File: src/rtl/uart_order_tx.sv
module uart_order_tx #(
  parameter int DATA_W = 8,
  parameter int CNT_W  = 4
) (
  input  logic              clk,
  input  logic              rst_n,
  input  logic              fifo_valid,
  input  logic [DATA_W-1:0] fifo_data,
  output logic              fifo_ready,
  input  logic              cfg_msb_first,
  input  logic [1:0]        cfg_ratio,
  input  logic              cfg_mp_en,
  input  logic              cfg_mp_bit,
  output logic              tx_out,
  output logic              tx_busy,
  output logic              cfg_error
);
  localparam int FRAME_W = DATA_W + 3;
  localparam int LEFT_W  = $clog2(FRAME_W);

  logic               busy_q;
  logic [FRAME_W-1:0] frame_q;
  logic [LEFT_W-1:0]  left_q;
  logic [CNT_W-1:0]   tick_q, per_q, per_new;
  logic [DATA_W-1:0]  reversed, ordered;
  logic               ratio_ok, take, bit_end;

  for (genvar i = 0; i < DATA_W; i++) begin : g_rev
    assign reversed[i] = fifo_data[DATA_W-1-i];
  end

  assign ordered    = cfg_msb_first ? reversed : fifo_data;
  assign ratio_ok   = (cfg_ratio != 2'b11);
  assign fifo_ready = !busy_q && ratio_ok;
  assign cfg_error  = !ratio_ok;
  assign take       = fifo_valid && fifo_ready;
  assign bit_end    = (tick_q == per_q);
  assign tx_out     = busy_q ? frame_q[0] : 1'b1;
  assign tx_busy    = busy_q;

  always_comb begin
    case (cfg_ratio)
      2'b00:   per_new = CNT_W'(3);
      2'b01:   per_new = CNT_W'(7);
      default: per_new = CNT_W'(15);
    endcase
  end

  always_ff @(posedge clk or negedge rst_n) begin
    if (!rst_n) begin
      busy_q  <= 1'b0;
      frame_q <= '1;
      left_q  <= '0;
      tick_q  <= '0;
      per_q   <= '0;
    end else if (take) begin
      busy_q  <= 1'b1;
      frame_q <= {1'b1, (cfg_mp_en ? cfg_mp_bit : 1'b1), ordered, 1'b0};
      left_q  <= cfg_mp_en ? LEFT_W'(DATA_W + 2) : LEFT_W'(DATA_W + 1);
      tick_q  <= '0;
      per_q   <= per_new;
    end else if (busy_q) begin
      if (bit_end) begin
        tick_q  <= '0;
        frame_q <= {1'b1, frame_q[FRAME_W-1:1]};
        if (left_q == '0) busy_q <= 1'b0;
        else              left_q <= left_q - 1'b1;
      end else begin
        tick_q <= tick_q + 1'b1;
      end
    end
  end
endmodule

File: config.mk
export PLATFORM = sky130hd
export DESIGN_NAME = uart_order_tx
export DESIGN_NICKNAME = d
export VERILOG_FILES = /design/src/rtl/uart_order_tx.sv
export SDC_FILE = /design/constraint.sdc
export NUM_CORES = 1
export LEC_CHECK = 0
export ABC_AREA = 1
export BUFFER_PORTS_ARGS = -buffer_cell sky130_fd_sc_hd__buf_2
export CELL_PAD_IN_SITES_DETAIL_PLACEMENT = 0
export CELL_PAD_IN_SITES_GLOBAL_PLACEMENT = 1
export CORE_AREA = 5 5 61 63
export DETAILED_ROUTE_END_ITERATION = 7
export DIE_AREA = 0 0 66 68
export PLACE_DENSITY = 0.8
export SLEW_MARGIN = 20
export SYNTH_ARGS = -nofsm -noshare
export SYNTH_HDL_FRONTEND = slang
export SYNTH_SLANG_ARGS = --single-unit
File: constraint.sdc
create_clock -name clk -period 1.9 [get_ports clk]
set_input_delay 0.285 -clock clk [delete_from_list [all_inputs] [get_ports clk]]
set_output_delay 0.285 -clock clk [all_outputs]
set_load 0.05 [all_outputs]
### After elaboration in Yosys (flattened, before gate mapping)

Cells that the tools add are included.

* bits in registers: 24
* logic and storage cells: 40
* output and inout port bits: 4
* bits of input ports: 16

* muxes and demuxes: 19
* add/subtract/negate cells: 2
* reductions and logical operators: 10
* equal/unequal tests: 4

Operators by type and width (number)
* $mux W11: 3
* $mux W4: 7
* $mux W8: 1
* $pmux W4 S2: 1
* $mux W1: 6
* $add A4 B1 Y4 const B: 1
* $eq A4 B4 Y1: 1
* $logic_not A4 Y1: 1
* $ne A2 B2 Y1 const B: 2
* $reduce_bool A2 Y1: 2
* $sub A4 B1 Y4 const B: 1
* $reduce_and A3 Y1: 1
* $eq A2 B1 Y1 const B: 1
* $logic_and A1 B1 Y1: 2
* $logic_not A1 Y1: 2
* $logic_not A2 Y1: 1
* $mux W2: 1
* $reduce_and A2 Y1: 1

### Depth between registers and ports, before layout

Gate-level depths: netlist (run 1).

* depth in word-level cells: 5
* gate-level depth with buffers: 10
* gate-level depth less buffers: 9

### Worst setup path before layout (run 1)

OpenSTA, ideal clock, no wires.

* path type: input port to output port
* start: input cfg_ratio[0]
* end: output fifo_ready
* arrival: 1.340 ns
* path buffers: 0
* data required time: 1.615 ns
* path slack: 0.275 ns
* cell stages on the path: 3
* cell sequence: nand2_1 inv_1 nor2_1

* word-level cells in the longest chain between the ends: 2

RTL lines
* start: declaration: RTL line 11 `input logic [1:0] cfg_ratio,`
* $ne A2 B2 Y1: RTL line 33 `assign ratio_ok = (cfg_ratio != 2'b11);`
* $logic_and A1 B1 Y1: RTL line 34 `assign fifo_ready = !busy_q && ratio_ok;`
* end: declaration: RTL line 9 `output logic fifo_ready,`

Every way passes these cells.

### Worst setup path after layout (run 1)

* start: register busy_q, in the netlist tx_busy
* end: register left_q[3]

* word-level cells in the longest chain between the ends: 5
* elaborated cells on any way between the ends: 8
* classes of those cells: eq/ne: 1; mux: 1; reduce/logical: 6

RTL lines
* start: declaration: RTL line 21 `logic busy_q;`
* start signal: assignment: RTL line 51 `busy_q <= 1'b0;`
* start signal: assignment: RTL line 57 `busy_q <= 1'b1;`
* start signal: assignment: RTL line 66 `if (left_q == '0) busy_q <= 1'b0;`
* $logic_not A1 Y1: RTL line 34
* $logic_and A1 B1 Y1: RTL line 34
* $logic_and A1 B1 Y1: RTL line 36 `assign take = fifo_valid && fifo_ready;`
* $ne A2 B2 Y1 (no source line) or $reduce_bool A2 Y1 (tied branches)
* $reduce_and A3 Y1 (no source line)
* end signal: assignment: RTL line 59 `left_q <= cfg_mp_en ? LEFT_W'(DATA_W + 2) : LEFT_W'(DATA_W + 1);`
* end signal: assignment: RTL line 67 `else left_q <= left_q - 1'b1;`
* end: declaration: RTL line 23 `logic [LEFT_W-1:0] left_q;`

Several ways; a longest one is shown, not always the timed one.
A chain may end at the register's enable or synchronous reset.

==> results of run 1 <==
[Yosys cell counts, types with 4 or more instances]
cell type	number
dfstp_2	10
inv_1	20
o21ai_2	8
a21oi_1	4
dfrtp_1	12
nand4_1	4
nand2_1	51
a21boi_0	4
o21ai_0	15
nor2_1	8
o21a_1	4
nand3_1	8
[sequential cells by signal, indices dropped and copies added, names as in the netlist]
signal   flops
frame_q     10
per_q        3
tick_q       4
left_q       4
tx_busy      1
[worst paths after layout]
path / to / startpoint / slack [ns] / cells after the start
setup / recovery: left_q[3] / tx_busy / 0.28 / 6
hold / removal: frame_q[9] / cfg_mp_bit / 0.22 / 3
setup reg to reg: left_q[3] / tx_busy / 0.28 / 6
hold reg to reg: frame_q[1] / frame_q[1] / 0.48 / 2
max in group asynchronous: frame_q[6] / rst_n / 1.08 / 2
min in group asynchronous: tick_q[1] / rst_n / 0.46 / 2
[worst register-to-register path: cells and delay by family (launching register included)]
family	cells	cell delay (ns)
buf+inv	1	0.11
simple gates	5	0.96
flops	1	0.45
[stage by stage]
step | power [mW] | util, %
4_1_cts | 0.799 | 46.5
3_3_place_gp | 0.528 | 45.0
2_1_floorplan | 0.497 | -
6_report | 0.787 | 46.5
5_1_grt | 0.820 | 46.5
3_5_place_dp | 0.529 | 45.0
[cell families after synthesis]
logic type,count (synthesis),share of synthesized area [%]
AOI/OAI and AO/OA,38,18.5
adders and majority gates,2,1.89
buffers and inverters,28,9.64
DFF,22,42.5
and+or+nand+nor,80,27.4
[per-layer routing]
metal  part of all wire [%]  up-vias
met5                      0        -
li1                       -      582
met1                     47      511
met4                   0.69        0
met2                     49       10
met3                    3.3        2
[report_power, final]
part	total [mW]	leakage, nW	switching [mW]	internal (mW)
sequential	0.469	0.236	0	0.469
combinational	0.0518	0.528	0.0331	0.0188
clock	0.265	0.0210	0.148	0.117
total	0.787	0.785	0.182	0.605
[cell type report]
class                           count  area, um^2
Sequential cell                    22         563
Multi-Input combinational cell    120         633
Inverter                           22        82.6
Clock buffer                        4        36.3
Tap cell                           46        57.6
Timing Repair Buffer               20         105
Fill cell                         328        1700
==> flow_summary_export.csv, run 1 <==
group,metric,value,unit
run_status,status,"finished, final reports clean",
finish,syn2layout_area_growth,11.6,%
floorplanning,die_area,0.00449,mm^2
synthesis,yosys_warnings,0,
placed_design,pre_cts_ws,0.297,ns
floorplanning,coreArea,0.00318,mm^2
sta,max_freq,0.618,GHz
synthesis,synth.area.top_cells,"dfrtp_1 (23%), dfstp_2 (20%), nand2_1 (14%), inv_1 (5.7%), o21ai_0 (5.7%)",
route,drc,0,
worst_setup_path,crit_family,"simple AND/OR/NAND/NOR gates",
synthesis,netlist_instances,170,
route,via_per_inst,4.72,
finish,fin_cells,234,
floorplanning,row_count,21,
global_routing,grtUsageMet3,1.97,%
sta,fin_crit,1.62,ns
synthesis,ys_ff_latch,22,
power,powerDensity,532,mW/mm^2
sta,setup_slack,0.282,ns
clock_tree,ctsResizeCount,0,
worst_setup_path,crit_buf_inv,1,
global_routing,grt_use_met1,16.1,%
worst_setup_path,cp_common_cell,"nand2_1",
finish,diodes,0,
floorplanning,fp.dieH,68,um
placed_design,dp_cells,229,
worst_setup_path,path_max_fanout,24,
synthesis,yosys.cell_types.count,26,
sta,fin_crit_sh,85.2,%
worst_setup_path,crit_path_top_delay_cell,"dfrtp_1",
route,antenna_left,0,
route,first_iter_violations,20,
clock_tree,root_buffer,"clkbuf_4",
worst_setup_path,crit_type,"reg -> reg",
sta,tns,0,ns
synthesis,ys_seq_area_share,42.5,%
sta,rsz0062_at_grt,"no",
power,ir_drop,0.214,mV
synthesis,syn-num-nets,188,
global_routing,overflow,0,
synthesis,synth.largest_area_cell,"dfrtp_1",
sta,drv_slew,0,
sta,holdWs,0.217,ns
placed_design,postPlaceCellArea,0.00143,mm^2
placed_design,port_buffers,19,
route,num_vias,1105,
worst_setup_path,path_cells,"inv_2 -> nand3_4 -> nand2_2 -> nand2_4 -> nand2_1 -> nand2_1",
synthesis,synth-edff-count,0,
route,wl_per_cell,11.1,um
clock_tree,clk_latency,0.31,ns
global_routing,grt_max_degree,25,
clock_tree,cts.sinks,22,
clock_tree,path_clk_slew,0.13,ns
sta,tightestPinTransition,0.502,ns
global_routing,top_usage_layer,"met2",
finish,drive_gt1_share,27.7,%
power,leakagePower,0.785,nW
global_routing,grt_pass1_wl,4.30,mm
synthesis,async_reset_ff_share,100,%
clock_tree,hold_buffers,1,
finish,mostFrequentLayoutCells,"nand2_1 (51), inv_1 (20), buf_2 (19), o21ai_0 (15), dfrtp_1 (12)",
clock_tree,htreeDepth,1,
finish,nNetsFinal,207,
job,maxCapViolCount,0,
route,routed_wl,2.60,mm
clock_tree,cts_buffers,3,
hold_path,hold_path.class,"in -> reg",
clock_tree,cts_setup_buffers,0,
worst_setup_path,crit_arrival,1.83,ns
global_routing,antenna_found_initial,0,
worst_setup_path,cp-end-kind,"flip-flop",
clock_tree,clockBufferDepth,2,
finish,final_cell_area,0.00148,mm^2
worst_setup_path,start_kind,"flip-flop",
global_routing,use_met2,20.7,%
placed_design,place_congestion,0.796,
floorplanning,die_x,66,um
route,firstDrtPassIters,4,
sta,hold_viol_final,0,
sta,clock_skew,0.00453,ns
floorplanning,ioPinCount,20,
synthesis,synth_top_area_share,22.7,%
global_routing,first_global_vias,1002,
placed_design,hpwl,1.96,mm
synthesis,avgSynthCellArea,7.79,um^2
worst_setup_path,critPathRequiredTime,2.11,ns
clock_tree,tritoncts,"built",
worst_setup_path,critical-path-max-stage-delay,0.45,ns
finish,layout_commonest_cell,"nand2_1",
sta,setup_violations,0,
synthesis,ys.flop_type,"dfrtp_1",
global_routing,grt_usage,12.3,%
floorplanning,floorplan.initialDensity,41.6,%
sta,relSlewSlack,66.5,%
synthesis,synth_area,0.00132,mm^2
(Power assumes the default switching activity.)
==> inputs of run 2 (changes only) <==
- ABC_AREA: 1 -> unset
- BUFFER_PORTS_ARGS: -buffer_cell sky130_fd_sc_hd__buf_2 -> unset
- CORE_AREA: 5 5 61 63 -> 5 5 58 60
- DIE_AREA: 0 0 66 68 -> 0 0 63 65
- DONT_BUFFER_PORTS: unset -> 1
- PLACE_DENSITY: 0.8 -> 0.7
==> run 2 against run 1 <==
Critical path depth shrank 2. Power rose to 2.6 times the previous value. Fmax is 3.5% lower. Clock skew increased by 0.0020 ns. Final cell count decreased by 29%. Area after synthesis decreased by 9.4%. Sequential cell count stayed put. Largest power group unchanged.
==> flow_summary_export.csv, run 2 <==
group,metric,value,unit
synthesis,ys.flop_type,"dfrtp_1",
sta,rsz0062_at_grt,"no",
global_routing,first_global_vias,892,
synthesis,synth_top_cells_by_count,"nand2_1 (27), dfrtp_1 (12), dfstp_2 (10), mux2i_1 (9), o221ai_1 (8)",
floorplanning,die_x,63,um
finish,top_regs,"frame_q: 10 flops, left_q: 4 flops, tick_q: 4 flops",
finish,syn2layout_area_growth,10.5,%
worst_setup_path,path_max_fanout,12,
power,ir_drop,0.746,mV
job,maxCapViolCount,0,
worst_setup_path,crit_type,"reg -> reg",
finish,drive_gt1_share,19.7,%
sta,setup_slack,0.224,ns
power,p_switching,0.771,mW
global_routing,overflow,0,
power,powerDensity,1560,mW/mm^2
route,firstDrtPassIters,4,
synthesis,synth_area,0.00120,mm^2
worst_setup_path,crit_arrival,1.87,ns
worst_setup_path,critPathRequiredTime,2.10,ns
sta,fin_crit_sh,88.2,%
finish,largest_reg_flops,10,
route,drc,0,
global_routing,antenna_found_initial,0,
worst_setup_path,start_kind,"flip-flop",
synthesis,ys_seq_area_share,46.9,%
clock_tree,clk_latency,0.30,ns
synthesis,synth.largest_area_cell,"dfrtp_1",
clock_tree,cts_buffers,3,
route,wl_per_cell,13.8,um
sta,fin_crit,1.68,ns
power,leakagePower,0.581,nW
power,p_int,1.30,mW
clock_tree,cts_setup_buffers,0,
placed_design,port_buffers,0,
clock_tree,root_buffer,"clkbuf_4",
clock_tree,clockBufferDepth,2,
power,clock_power_share,14.6,%
floorplanning,die_area,0.00410,mm^2
synthesis,syn-num-nets,144,
route,first_iter_violations,32,
clock_tree,cts.sinks,22,
synthesis,synth_top_area_share,25.0,%
global_routing,grt_usage,12.4,%
sta,tns,0,ns
route,num_vias,908,
floorplanning,floorplan.initialDensity,41.7,%
route,routed_wl,2.28,mm
synthesis,yosys.cell_types.count,30,
clock_tree,hold_buffers,1,
floorplanning,fp.dieH,65,um
synthesis,ys_ff_latch,22,
floorplanning,row_count,20,
synthesis,async_reset_ff_share,100,%
sta,hold_viol_final,0,
power,power_frac_seq,44.3,%
power,pwr-share-comb,41.1,%
clock_tree,tritoncts,"built",
sta,setup_violations,0,
floorplanning,ioPinCount,20,
sta,max_freq,0.596,GHz
hold_path,hold_path.class,"in -> reg",
synthesis,synth_most_common_cell,"nand2_1",
finish,finish.utilization,46.1,%
synthesis,yosys_warnings,0,
synthesis,synth.area.top_cells,"dfrtp_1 (25%), dfstp_2 (22%), nand2_1 (8.4%), mux2i_1 (7.5%), o221ai_1 (5.8%)",
placed_design,pre_cts_ws,0.228,ns
clock_tree,htreeDepth,1,
sta,relSlewSlack,65.4,%
sta,tightestPinTransition,0.517,ns
sta,clock_skew,0.00658,ns
floorplanning,coreArea,0.00288,mm^2
placed_design,place_congestion,0.708,
worst_setup_path,cp-end-kind,"flip-flop",
sta,drv_slew,0,
synthesis,avgSynthCellArea,9.52,um^2
run_status,status,"finished, final reports clean",
clock_tree,path_clk_slew,0.13,ns
synthesis,synth-edff-count,0,
global_routing,grt_max_degree,23,
clock_tree,ctsResizeCount,0,
finish,layout_commonest_cell,"nand2_1",
finish,diodes,0,
power,report.power.total,2.07,mW
finish,nNetsFinal,151,
route,antenna_left,0,
global_routing,grt_pass1_wl,4.10,mm
synthesis,netlist_instances,126,
finish,fillCellCount,270,
finish,mostFrequentLayoutCells,"nand2_1 (27), dfrtp_1 (12), dfstp_2 (10), mux2i_1 (9)",
finish,top_register,"frame_q",
placed_design,hpwl,1.68,mm
power,swShare,37.3,%
route,via_per_inst,5.50,
## run 2: logic make-up after synthesis
kind of cell | synth area share, %
adders and majority gates | 2.09
buffers and inverters | 6.26
AOI/OAI and AO/OA | 16.1
xor gates and xnor gates | 1.46
and+or+nand+nor | 19.7
DFF | 46.9
muxes | 7.51
## run 2: cell type report
cell class                      count  area (um^2)  area share, %
Inverter                            7         26.3           1.98
Multi-Input combinational cell     89          573           43.2
Sequential cell                    22          563           42.5
Tap cell                           33         41.3           3.11
Clock buffer                        4         47.5           3.58
Timing Repair Buffer               10         75.1           5.66
## run 2: layer usage
layer | vias up | global-route usage, % | share of wire [%]
met4 | 0 | 5.57 | 0.83
met1 | 423 | 17.2 | 49
li1 | 463 | - | -
met3 | 2 | 3.12 | 6.2
met5 | - | 0 | 0
met2 | 20 | 18.2 | 44
## run 2: critical path, stage by stage (launching register included)
cell,delay [ns]
dfrtp_1,0.45
nor3_1,0.26
o2111a_1,0.45
a211oi_1,0.13
a311o_1,0.28
## run 2: power by group through the flow
stage	registers [mW]	logic, mW	clock network (mW)
2_1_floorplan	0.902	0.720	0
3_5_place_dp	0.927	0.844	0
5_1_grt	0.953	0.974	0.338
6_report	0.916	0.850	0.301
4_1_cts	0.918	0.863	0.316
3_3_place_gp	0.923	0.832	0
## run 2: final timing paths
kind	start	endpoint	slack [ns]	cells after the start
worst max-delay path	tick_q[0]	left_q[0]	0.22	4
worst min-delay path	cfg_mp_en	frame_q[9]	0.03	1
worst max register to register	tick_q[0]	left_q[0]	0.22	4
worst min register to register	left_q[2]	left_q[2]	0.51	1
max in group asynchronous	rst_n	frame_q[9]	1.09	2
min in group asynchronous	rst_n	tx_busy	0.46	2
## run 2: per-stage QoR
stage	std cells	cell area [um^2]	hold WS [ns]
finish	165	1330	0.0266
global route	165	1330	0.00399
global placement	159	1260	-0.0100
CTS	164	1320	0.0105
detailed placement	159	1260	-0.0101
floorplan	126	1210	-0.0106
